--- src/rtl/ring_trk_pkg.sv ---
package ring_trk_pkg;
    localparam int OFS_W = 16;
    localparam int PTR_W = OFS_W + 1;

    typedef enum logic {
        ST_RUN   = 1'b0,
        ST_FAULT = 1'b1
    } trk_state_e;
endpackage

--- src/rtl/ring_ptr_step.sv ---
module ring_ptr_step #(
    parameter int OFS_W = 16,
    localparam int PTR_W = OFS_W + 1
) (
    input  logic [PTR_W-1:0] cur_ptr,
    input  logic [PTR_W-1:0] step_bytes,
    input  logic [PTR_W-1:0] ring_len,
    output logic [PTR_W-1:0] nxt_ptr
);
    logic [PTR_W:0]   sum;
    logic [OFS_W-1:0] mask;
    logic             crosses;

    always_comb begin
        sum     = {2'b00, cur_ptr[OFS_W-1:0]} + {1'b0, step_bytes};
        mask    = ring_len[OFS_W-1:0] - 1'b1;
        crosses = sum >= {1'b0, ring_len};
        if (crosses) begin
            nxt_ptr = {~cur_ptr[OFS_W], sum[OFS_W-1:0] & mask};
        end else begin
            nxt_ptr = {cur_ptr[OFS_W], sum[OFS_W-1:0]};
        end
    end
endmodule

--- src/rtl/ring_occupancy.sv ---
module ring_occupancy #(
    parameter int OFS_W = 16,
    localparam int PTR_W = OFS_W + 1
) (
    input  logic [PTR_W-1:0] wr_ptr,
    input  logic [PTR_W-1:0] rd_ptr,
    input  logic [PTR_W-1:0] ring_len,
    output logic [PTR_W-1:0] fill,
    output logic [PTR_W-1:0] space
);
    logic [PTR_W:0] wr_ext;
    logic [PTR_W:0] rd_ext;
    logic [PTR_W:0] diff;

    always_comb begin
        wr_ext = {2'b00, wr_ptr[OFS_W-1:0]};
        rd_ext = {2'b00, rd_ptr[OFS_W-1:0]};
        if (wr_ptr[OFS_W] != rd_ptr[OFS_W]) begin
            diff = wr_ext + {1'b0, ring_len} - rd_ext;
        end else begin
            diff = wr_ext - rd_ext;
        end
        fill  = diff[PTR_W-1:0];
        space = ring_len - diff[PTR_W-1:0];
    end
endmodule

--- src/rtl/ring_ptr_tracker.sv ---
module ring_ptr_tracker
    import ring_trk_pkg::*;
#(
    parameter int OFFSET_BITS = OFS_W,
    localparam int PW = OFFSET_BITS + 1
) (
    input  logic          clk,
    input  logic          rst_n,
    input  logic          rx_mode,
    input  logic [PW-1:0] ring_len,
    input  logic [PW-1:0] thr_value,
    input  logic          thr_auto,
    input  logic          irq_en,
    input  logic          sw_load,
    input  logic [PW-1:0] sw_ptr,
    input  logic          hw_step,
    input  logic [PW-1:0] hw_bytes,
    output logic [PW-1:0] wr_ptr,
    output logic [PW-1:0] rd_ptr,
    output logic [PW-1:0] valid_size,
    output logic [PW-1:0] left_size,
    output logic          irq,
    output logic          ovf_err
);
    trk_state_e    state_q, state_d;
    logic [PW-1:0] wr_q, rd_q, wr_d, rd_d;
    logic [PW-1:0] hw_cur, hw_nxt, hw_limit, thr_eff;
    logic          step_ok, step_bad;

    assign hw_cur = rx_mode ? wr_q : rd_q;

    ring_ptr_step #(.OFS_W(OFFSET_BITS)) u_step (
        .cur_ptr   (hw_cur),
        .step_bytes(hw_bytes),
        .ring_len  (ring_len),
        .nxt_ptr   (hw_nxt)
    );

    ring_occupancy #(.OFS_W(OFFSET_BITS)) u_occ (
        .wr_ptr  (wr_q),
        .rd_ptr  (rd_q),
        .ring_len(ring_len),
        .fill    (valid_size),
        .space   (left_size)
    );

    always_comb begin
        hw_limit = rx_mode ? left_size : valid_size;
        step_ok  = hw_step && (hw_bytes <= hw_limit);
        step_bad = hw_step && (hw_bytes > hw_limit);
    end

    // pointer update: software side loads, hardware side advances
    always_comb begin
        wr_d = wr_q;
        rd_d = rd_q;
        if (rx_mode) begin
            if (sw_load) rd_d = sw_ptr;
            if (step_ok) wr_d = hw_nxt;
        end else begin
            if (sw_load) wr_d = sw_ptr;
            if (step_ok) rd_d = hw_nxt;
        end
    end

    // controller next state
    always_comb begin
        state_d = state_q;
        unique case (state_q)
            ST_RUN:   if (step_bad) state_d = ST_FAULT;  // ovf_detect
            ST_FAULT: state_d = ST_FAULT;                // hold_fault
            default:  state_d = ST_RUN;
        endcase
    end

    // state register
    always_ff @(posedge clk) begin
        if (!rst_n) begin
            state_q <= ST_RUN;
            wr_q    <= '0;
            rd_q    <= '0;
        end else begin
            state_q <= state_d;
            wr_q    <= wr_d;
            rd_q    <= rd_d;
        end
    end

    // outputs
    always_comb begin
        if (thr_auto) begin
            thr_eff = rx_mode ? (ring_len - (ring_len >> 2))
                              : (ring_len - (ring_len >> 3));
        end else begin
            thr_eff = thr_value;
        end
        wr_ptr  = wr_q;
        rd_ptr  = rd_q;
        ovf_err = (state_q == ST_FAULT);
        irq     = irq_en && (rx_mode ? (valid_size >= thr_eff)
                                     : (left_size >= thr_eff));
    end

    // accepted receive advance grows the fill by the byte count
    assert_rx_adv_R3: assert property (@(posedge clk) disable iff (!rst_n)
        (rx_mode && hw_step && hw_bytes <= left_size && !sw_load)
        |=> (!$stable(ring_len) || valid_size == $past(valid_size) + $past(hw_bytes)));

    // accepted transmit advance shrinks the fill by the byte count
    assert_tx_adv_R3: assert property (@(posedge clk) disable iff (!rst_n)
        (!rx_mode && hw_step && hw_bytes <= valid_size && !sw_load)
        |=> (!$stable(ring_len) || valid_size == $past(valid_size) - $past(hw_bytes)));

    // refused advance raises the error flag
    assert_ovf_flag_R6: assert property (@(posedge clk) disable iff (!rst_n)
        (hw_step && hw_bytes > (rx_mode ? left_size : valid_size)) |=> ovf_err);

    // refused advance without a load leaves both pointers alone
    assert_ovf_hold_R6: assert property (@(posedge clk) disable iff (!rst_n)
        (hw_step && hw_bytes > (rx_mode ? left_size : valid_size) && !sw_load)
        |=> ($stable(wr_ptr) && $stable(rd_ptr)));

    // error flag is sticky
    assert_ovf_sticky_R6: assert property (@(posedge clk) disable iff (!rst_n)
        ovf_err |=> ovf_err);

    // no interrupt while disabled
    assert_irq_gate_R7: assert property (@(posedge clk) disable iff (!rst_n)
        irq |-> irq_en);
endmodule

--- config.mk ---
export PLATFORM = sky130hd
export DESIGN_NAME = ring_ptr_tracker
export DESIGN_NICKNAME = d
export VERILOG_FILES = /design/src/rtl/ring_trk_pkg.sv /design/src/rtl/ring_ptr_step.sv /design/src/rtl/ring_occupancy.sv /design/src/rtl/ring_ptr_tracker.sv
export SDC_FILE = /design/constraint.sdc
export NUM_CORES = 1
export LEC_CHECK = 0
export BUFFER_PORTS_ARGS = -buffer_cell sky130_fd_sc_hd__buf_4
export CORE_ASPECT_RATIO = 2
export CORE_MARGIN = 1
export CORE_UTILIZATION = 30
export CTS_BUF_LIST = sky130_fd_sc_hd__clkbuf_8
export CTS_CLUSTER_SIZE = 14
export DETAILED_ROUTE_END_ITERATION = 8
export GPL_TIMING_DRIVEN = 1
export HOLD_SLACK_MARGIN = 0.1
export MAX_ROUTING_LAYER = met4
export PLACE_DENSITY = 0.59
export SLEW_MARGIN = 10
export SYNTH_ARGS = -nofsm -noshare
export SYNTH_HDL_FRONTEND = slang
export SYNTH_SLANG_ARGS = --single-unit
--- constraint.sdc ---
create_clock -name clk -period 10.6 [get_ports clk]
set_input_delay 2.12 -clock clk [delete_from_list [all_inputs] [get_ports clk]]
set_output_delay 2.12 -clock clk [all_outputs]
set_load 0.02 [all_outputs]
==> results.py, run 1 <==
metrics = {
    "grt": {
        "antenna_found_initial": 1,
        "track_usage": 0.232,
        "grt_overflow_total": 0,
        "grt_pass1_wl_um": 48500,
        "grt_pass1_vias": 9095,
        "grt_max_degree": 49,
    },
    "logic_synthesis": {
        "synth_top_family_by_area": "adder cells",
        "avgSynthCellArea_um2": 7.53,
        "synth_cell_types": 69,
        "synth_edf_count": 0,
        "synthMuxAreaShare": 0.0472,
        "synth_xor_area_frac": 0.0922,
        "syn_inst": 1085,
        "syn-num-nets": 1325,
        "ys.flop_type": "dfxtp_1",
        "synthSimpleGateAreaFrac": 0.167,
        "synthAdderAreaFrac": 0.276,
        "synth-seq-cells": 35,
        "yosysSeqAreaShare": 0.0857,
        "yosysWarnings": 0,
        "async_flop_share": 0,
        "synth_compound_area_frac": 0.261,
        "synth_area_mm2": 0.00817,
    },
    "clocking": {
        "cts_buffers": 5,
        "post-cts-setup-buffers": 0,
        "cts_buffer_depth": 2,
        "cts_sinks": 35,
        "path_clk_slew_ps": 70,
        "clock-root-buffer": "clkbuf_8",
        "cts_tree": "yes",
        "clkLatencyLatePin_ps": 300,
        "h-tree-depth": 2,
    },
    "route": {
        "first_pass_iters": 8,
        "viasPerCell": 5.54,
        "drtIter0Drc": 353,
        "wirelength_um": 31600,
        "drc": 1,
        "vias": 8716,
        "wire_per_inst_um": 20.0,
        "ant_nets": 0,
    },
    "sta": {
        "min_period_ps": 10260,
        "fin_skew_ps": 8.00,
        "period_share": 0.968,
        "slew_violations": 0,
        "hold_violations": 0,
        "setup-tns-final_ps": 0,
        "worst_pin_slew_ps": 907,
        "setup_viol": 0,
        "slew_headroom": 0.380,
        "max_freq_mhz": 97.4,
        "rsz0062_at_grt": "no",
    },
    "floorplan": {
        "pin_count": 145,
        "core_area_mm2": 0.0268,
        "start_util": 0.305,
        "dieArea_mm2": 0.0279,
        "rows": 85,
        "die_h_um": 235,
        "die_w_um": 119,
    },
    "run_status": {
        "violations": "design-rule violations",
        "outcome": "complete, but fails checks",
    },
    "run": {
        "drv_cap": 0,
    },
    "worst_setup_path": {
        "crit_fanout": 5,
        "crit_path_end_kind": "primary output",
        "crit_required_ps": 8480,
        "worstSetupPathType": "input port to primary output",
        "worstPathArrival_ps": 8140,
        "worstSetupStartpointType": "input port",
        "slowest_delay_ps": 540,
        "path_common_cell": "inv_1",
        "cp_slowest_cell": "fa_1",
    },
    "final_layout": {
        "fill_cells": 2889,
        "multi_input_area_mm2": 0.00693,
        "final_common_cell": "buf_4",
        "layout-drive-gt1-share": 0.158,
        "area_delta_synth_final_pct": 20.5,
        "layout_common_cells": "buf_4, ha_1, inv_1, nand2_1, o21ai_0",
        "nNetsFinal": 1464,
        "seq_area_um2": 701,
    },
    "placed_design": {
        "port_buffers": 144,
        "place_hpwl_um": 27600,
        "gp_congestion": 0.928,
    },
    "min_path": {
        "holdCritPathClass": "register to register",
    },
}
## final cells by class
cell class / count / area share
sequential: 35 / 0.0712
clock buffer: 5 / 0.00699
timing repair buffer: 164 / 0.125
multi-input combinational: 896 / 0.704
tap: 348 / 0.0442
inverter: 122 / 0.0465
antenna: 1 / 0.000254
clock inverter: 3 / 0.00165
## flip-flops by register name, indices dropped and copies added, names as in the netlist
| signal | count |
|---|---|
| wr_ptr | 17 |
| ovf_err | 1 |
| rd_ptr | 17 |
## kinds of logic (layout without fill, tap and decap cells)
| family | after synthesis | in the layout |
|---|---|---|
| buffers and inverters | 154 | 294 |
| AND/OR/NAND/NOR | 284 | 284 |
| flip-flops | 35 | 35 |
| XOR/XNOR | 86 | 86 |
| adder cells (fa/ha/maj) | 169 | 169 |
| multiplexers | 38 | 38 |
| AO/OA/AOI/OAI | 319 | 319 |
| other | 0 | 1 |
## stage by stage
step | std cells | hold WS, ps | instance area [um2] | utilization | setup slack (ps)
6_report | 1574 | 554 | 9850 | 0.367 | 335
5_1_grt | 1574 | 571 | 9850 | 0.367 | 15.8
4_1_cts | 1573 | 545 | 9810 | 0.366 | 210
3_5_place_dp | 1565 | 528 | 9730 | 0.363 | 232
3_3_place_gp | 1565 | 524 | 9730 | 0.363 | 356
2_1_floorplan | 1085 | 569 | 8170 | - | 380
## final timing paths
| kind | from | endpoint | slack (ps) | cells after the start |
|---|---|---|---|---|
| max | ring_len[1] | irq | 340 | 30 |
| min | ovf_err | ovf_err | 550 | 2 |
| max reg2reg | wr_ptr[1] | rd_ptr[7] | 2800 | 33 |
| min reg2reg | ovf_err | ovf_err | 550 | 2 |
## layer usage
metal	wire (um)	vias up	share of wire	global-route usage
li1	-	4185	-	-
met1	11100	4147	0.35	0.220
met2	17000	272	0.54	0.436
met3	954	112	0.030	0.00945
met4	2580	0	0.082	0.173
met5	0	-	0	-
## critical path: cells and delay by family
| family | cells | cell delay (ps) |
|---|---|---|
| AOI/OAI and AO/OA | 10 | 2100 |
| buffers and inverters | 6 | 570 |
| adders and majority gates | 6 | 2190 |
| xor gates and xnor gates | 2 | 310 |
| and+or+nand+nor | 6 | 870 |
## cells in the mapped netlist, types with 5 or more instances
cell type  instances  area [um2]
o21a_1            13        97.6
o21ai_0           78         390
nor3_1            19        95.1
nand2_1           92         345
a32o_1            15         150
and2_1             7        43.8
xor2_1            19         166
a22oi_1            8        60.1
nand4_1           14        87.6
a31oi_1           12        75.1
clkbuf_1          28         105
a211oi_1          13        97.6
mux2i_1           34         340
o31ai_1            5        37.5
ha_1             145        1810
nand3_1           23         115
xnor2_1           67         587
a22o_1            11        96.3
a211o_1            7        61.3
dfxtp_1           35         701
a21oi_1           70         350
inv_1            121         454
nor2_1            63         236
or3_1              8        50.1
nor2b_1           18         113
nand2b_1          15        93.8
fa_1              20         400
o21bai_1          10        75.1
a21o_1            26         195
o211ai_1           5        37.5
## repair_timing
item                       CTS  global route
hold buffers                 0             0
setup endpoints to repair    0             1
resized for setup            0             7
Power of run 1 is not shown: default switching activity piles up to over one toggle a cycle in this logic, so the estimate is an artifact.
==> run 2, diff against run 1 <==
--- a/config.mk
+++ b/config.mk
@@ -6,7 +6,7 @@
 export NUM_CORES = 1
 export LEC_CHECK = 0
 export BUFFER_PORTS_ARGS = -buffer_cell sky130_fd_sc_hd__buf_4
-export CORE_ASPECT_RATIO = 2
+export CORE_ASPECT_RATIO = 1.25
 export CORE_MARGIN = 1
 export CORE_UTILIZATION = 30
 export CTS_BUF_LIST = sky130_fd_sc_hd__clkbuf_8
==> results.py, run 2 (synthesis results as in run 1) <==
metrics = {
    "floorplan": {
        "pin_count": 145,
        "die_h_um": 187,
        "start_util": 0.305,
        "core_area_mm2": 0.0268,
        "die_w_um": 150,
        "rows": 67,
        "dieArea_mm2": 0.0279,
    },
    "min_path": {
        "worstHoldStart": "ovf_err",
        "holdCritPathClass": "register to register",
    },
    "grt": {
        "grt_overflow_total": 0,
        "antenna_found_initial": 0,
        "track_usage": 0.222,
        "grt_pass1_wl_um": 46600,
        "grt_pass1_vias": 8593,
        "grt_max_degree": 45,
    },
    "final_layout": {
        "area_delta_synth_final_pct": 20.4,
        "layout-drive-gt1-share": 0.155,
        "fin_util": 0.367,
        "nNetsFinal": 1461,
        "n_antenna_cell": 0,
        "final_common_cell": "buf_4",
        "layout_common_cells": "buf_4, ha_1, inv_1, nand2_1, o21ai_0",
    },
    "sta": {
        "slew_violations": 0,
        "rsz0062_at_grt": "no",
        "max_freq_mhz": 97.6,
        "setup-tns-final_ps": 0,
        "min_period_ps": 10250,
        "slew_headroom": 0.422,
        "hold_violations": 0,
        "fin_skew_ps": 11.9,
        "worst_pin_slew_ps": 845,
        "period_share": 0.967,
        "setup_viol": 0,
    },
    "placed_design": {
        "place_hpwl_um": 25700,
        "port_buffers": 144,
        "gp_congestion": 0.902,
    },
    "route": {
        "wirelength_um": 30200,
        "vias": 8560,
        "first_pass_iters": 5,
        "drtIter0Drc": 616,
        "drc": 0,
        "ant_nets": 0,
        "wire_per_inst_um": 19.3,
        "viasPerCell": 5.46,
    },
    "worst_setup_path": {
        "crit_fanout": 7,
        "slowest_delay_ps": 540,
        "path_common_cell": "inv_1",
        "cp_slowest_cell": "fa_1",
        "crit_start": "ring_len[5]",
        "rr_startpoint": "wr_ptr[5]",
        "worstSetupPathType": "input port to primary output",
        "crit_required_ps": 8480,
        "crit_path_end_kind": "primary output",
        "worstSetupStartpointType": "input port",
        "worstPathArrival_ps": 8130,
    },
    "clocking": {
        "path_clk_slew_ps": 70,
        "cts_buffer_depth": 2,
        "cts_tree": "yes",
        "clkLatencyLatePin_ps": 310,
        "cts_sinks": 35,
        "clock-root-buffer": "clkbuf_8",
        "cts_resized": 0,
        "cts_hold_buf": 0,
        "cts_buffers": 5,
        "h-tree-depth": 2,
        "post-cts-setup-buffers": 0,
    },
    "run": {
        "drv_cap": 0,
    },
    "run_status": {
        "outcome": "completed",
    },
}
==> run 2: worst max-delay path, delay by kind of cell <==
kind / cells / cell delay (ps)
xor gates and xnor gates: 2 / 310
buffers and inverters: 6 / 570
AOI/OAI and AO/OA: 8 / 1740
adders and majority gates: 6 / 2180
and+or+nand+nor: 7 / 1190
==> run 2: area by class of cell <==
| type | count | area (um2) |
|---|---|---|
| inverter | 122 | 458 |
| timing repair buffer | 161 | 1210 |
| fill | 2872 | 17000 |
| clock buffer | 7 | 96.3 |
| clock inverter | 1 | 3.75 |
| multi-input combinational | 896 | 6940 |
| tap | 345 | 432 |
| sequential | 35 | 701 |
==> run 2: metrics by stage <==
step,std cells,instance area [um2],hold WS (ps),worst slack (ps)
detailed placement,1559,9700,479,278
CTS,1567,9800,496,269
global placement,1559,9700,494,415
finish,1567,9840,482,349
floorplan,1085,8170,569,380
global route,1567,9840,553,0.250
==> run 2: path summary, 6_finish.rpt <==
| path | slack, ps | depth (start not counted) | end |
|---|---|---|---|
| worst max-delay path | 350 | 29 | irq |
| worst min-delay path | 480 | 2 | ovf_err |
| worst max register to register | 3000 | 32 | wr_ptr[7] |
| worst min register to register | 480 | 2 | ovf_err |
==> run 2: per-layer routing <==
layer | global-route usage | up-vias | wire length (um)
li1 | - | 4184 | -
met1 | 0.273 | 4082 | 13100
met2 | 0.371 | 247 | 14600
met3 | 0.0191 | 47 | 1390
met4 | 0.0895 | 0 | 1060
met5 | - | - | 0
Power of run 2 is left out for the same reason.
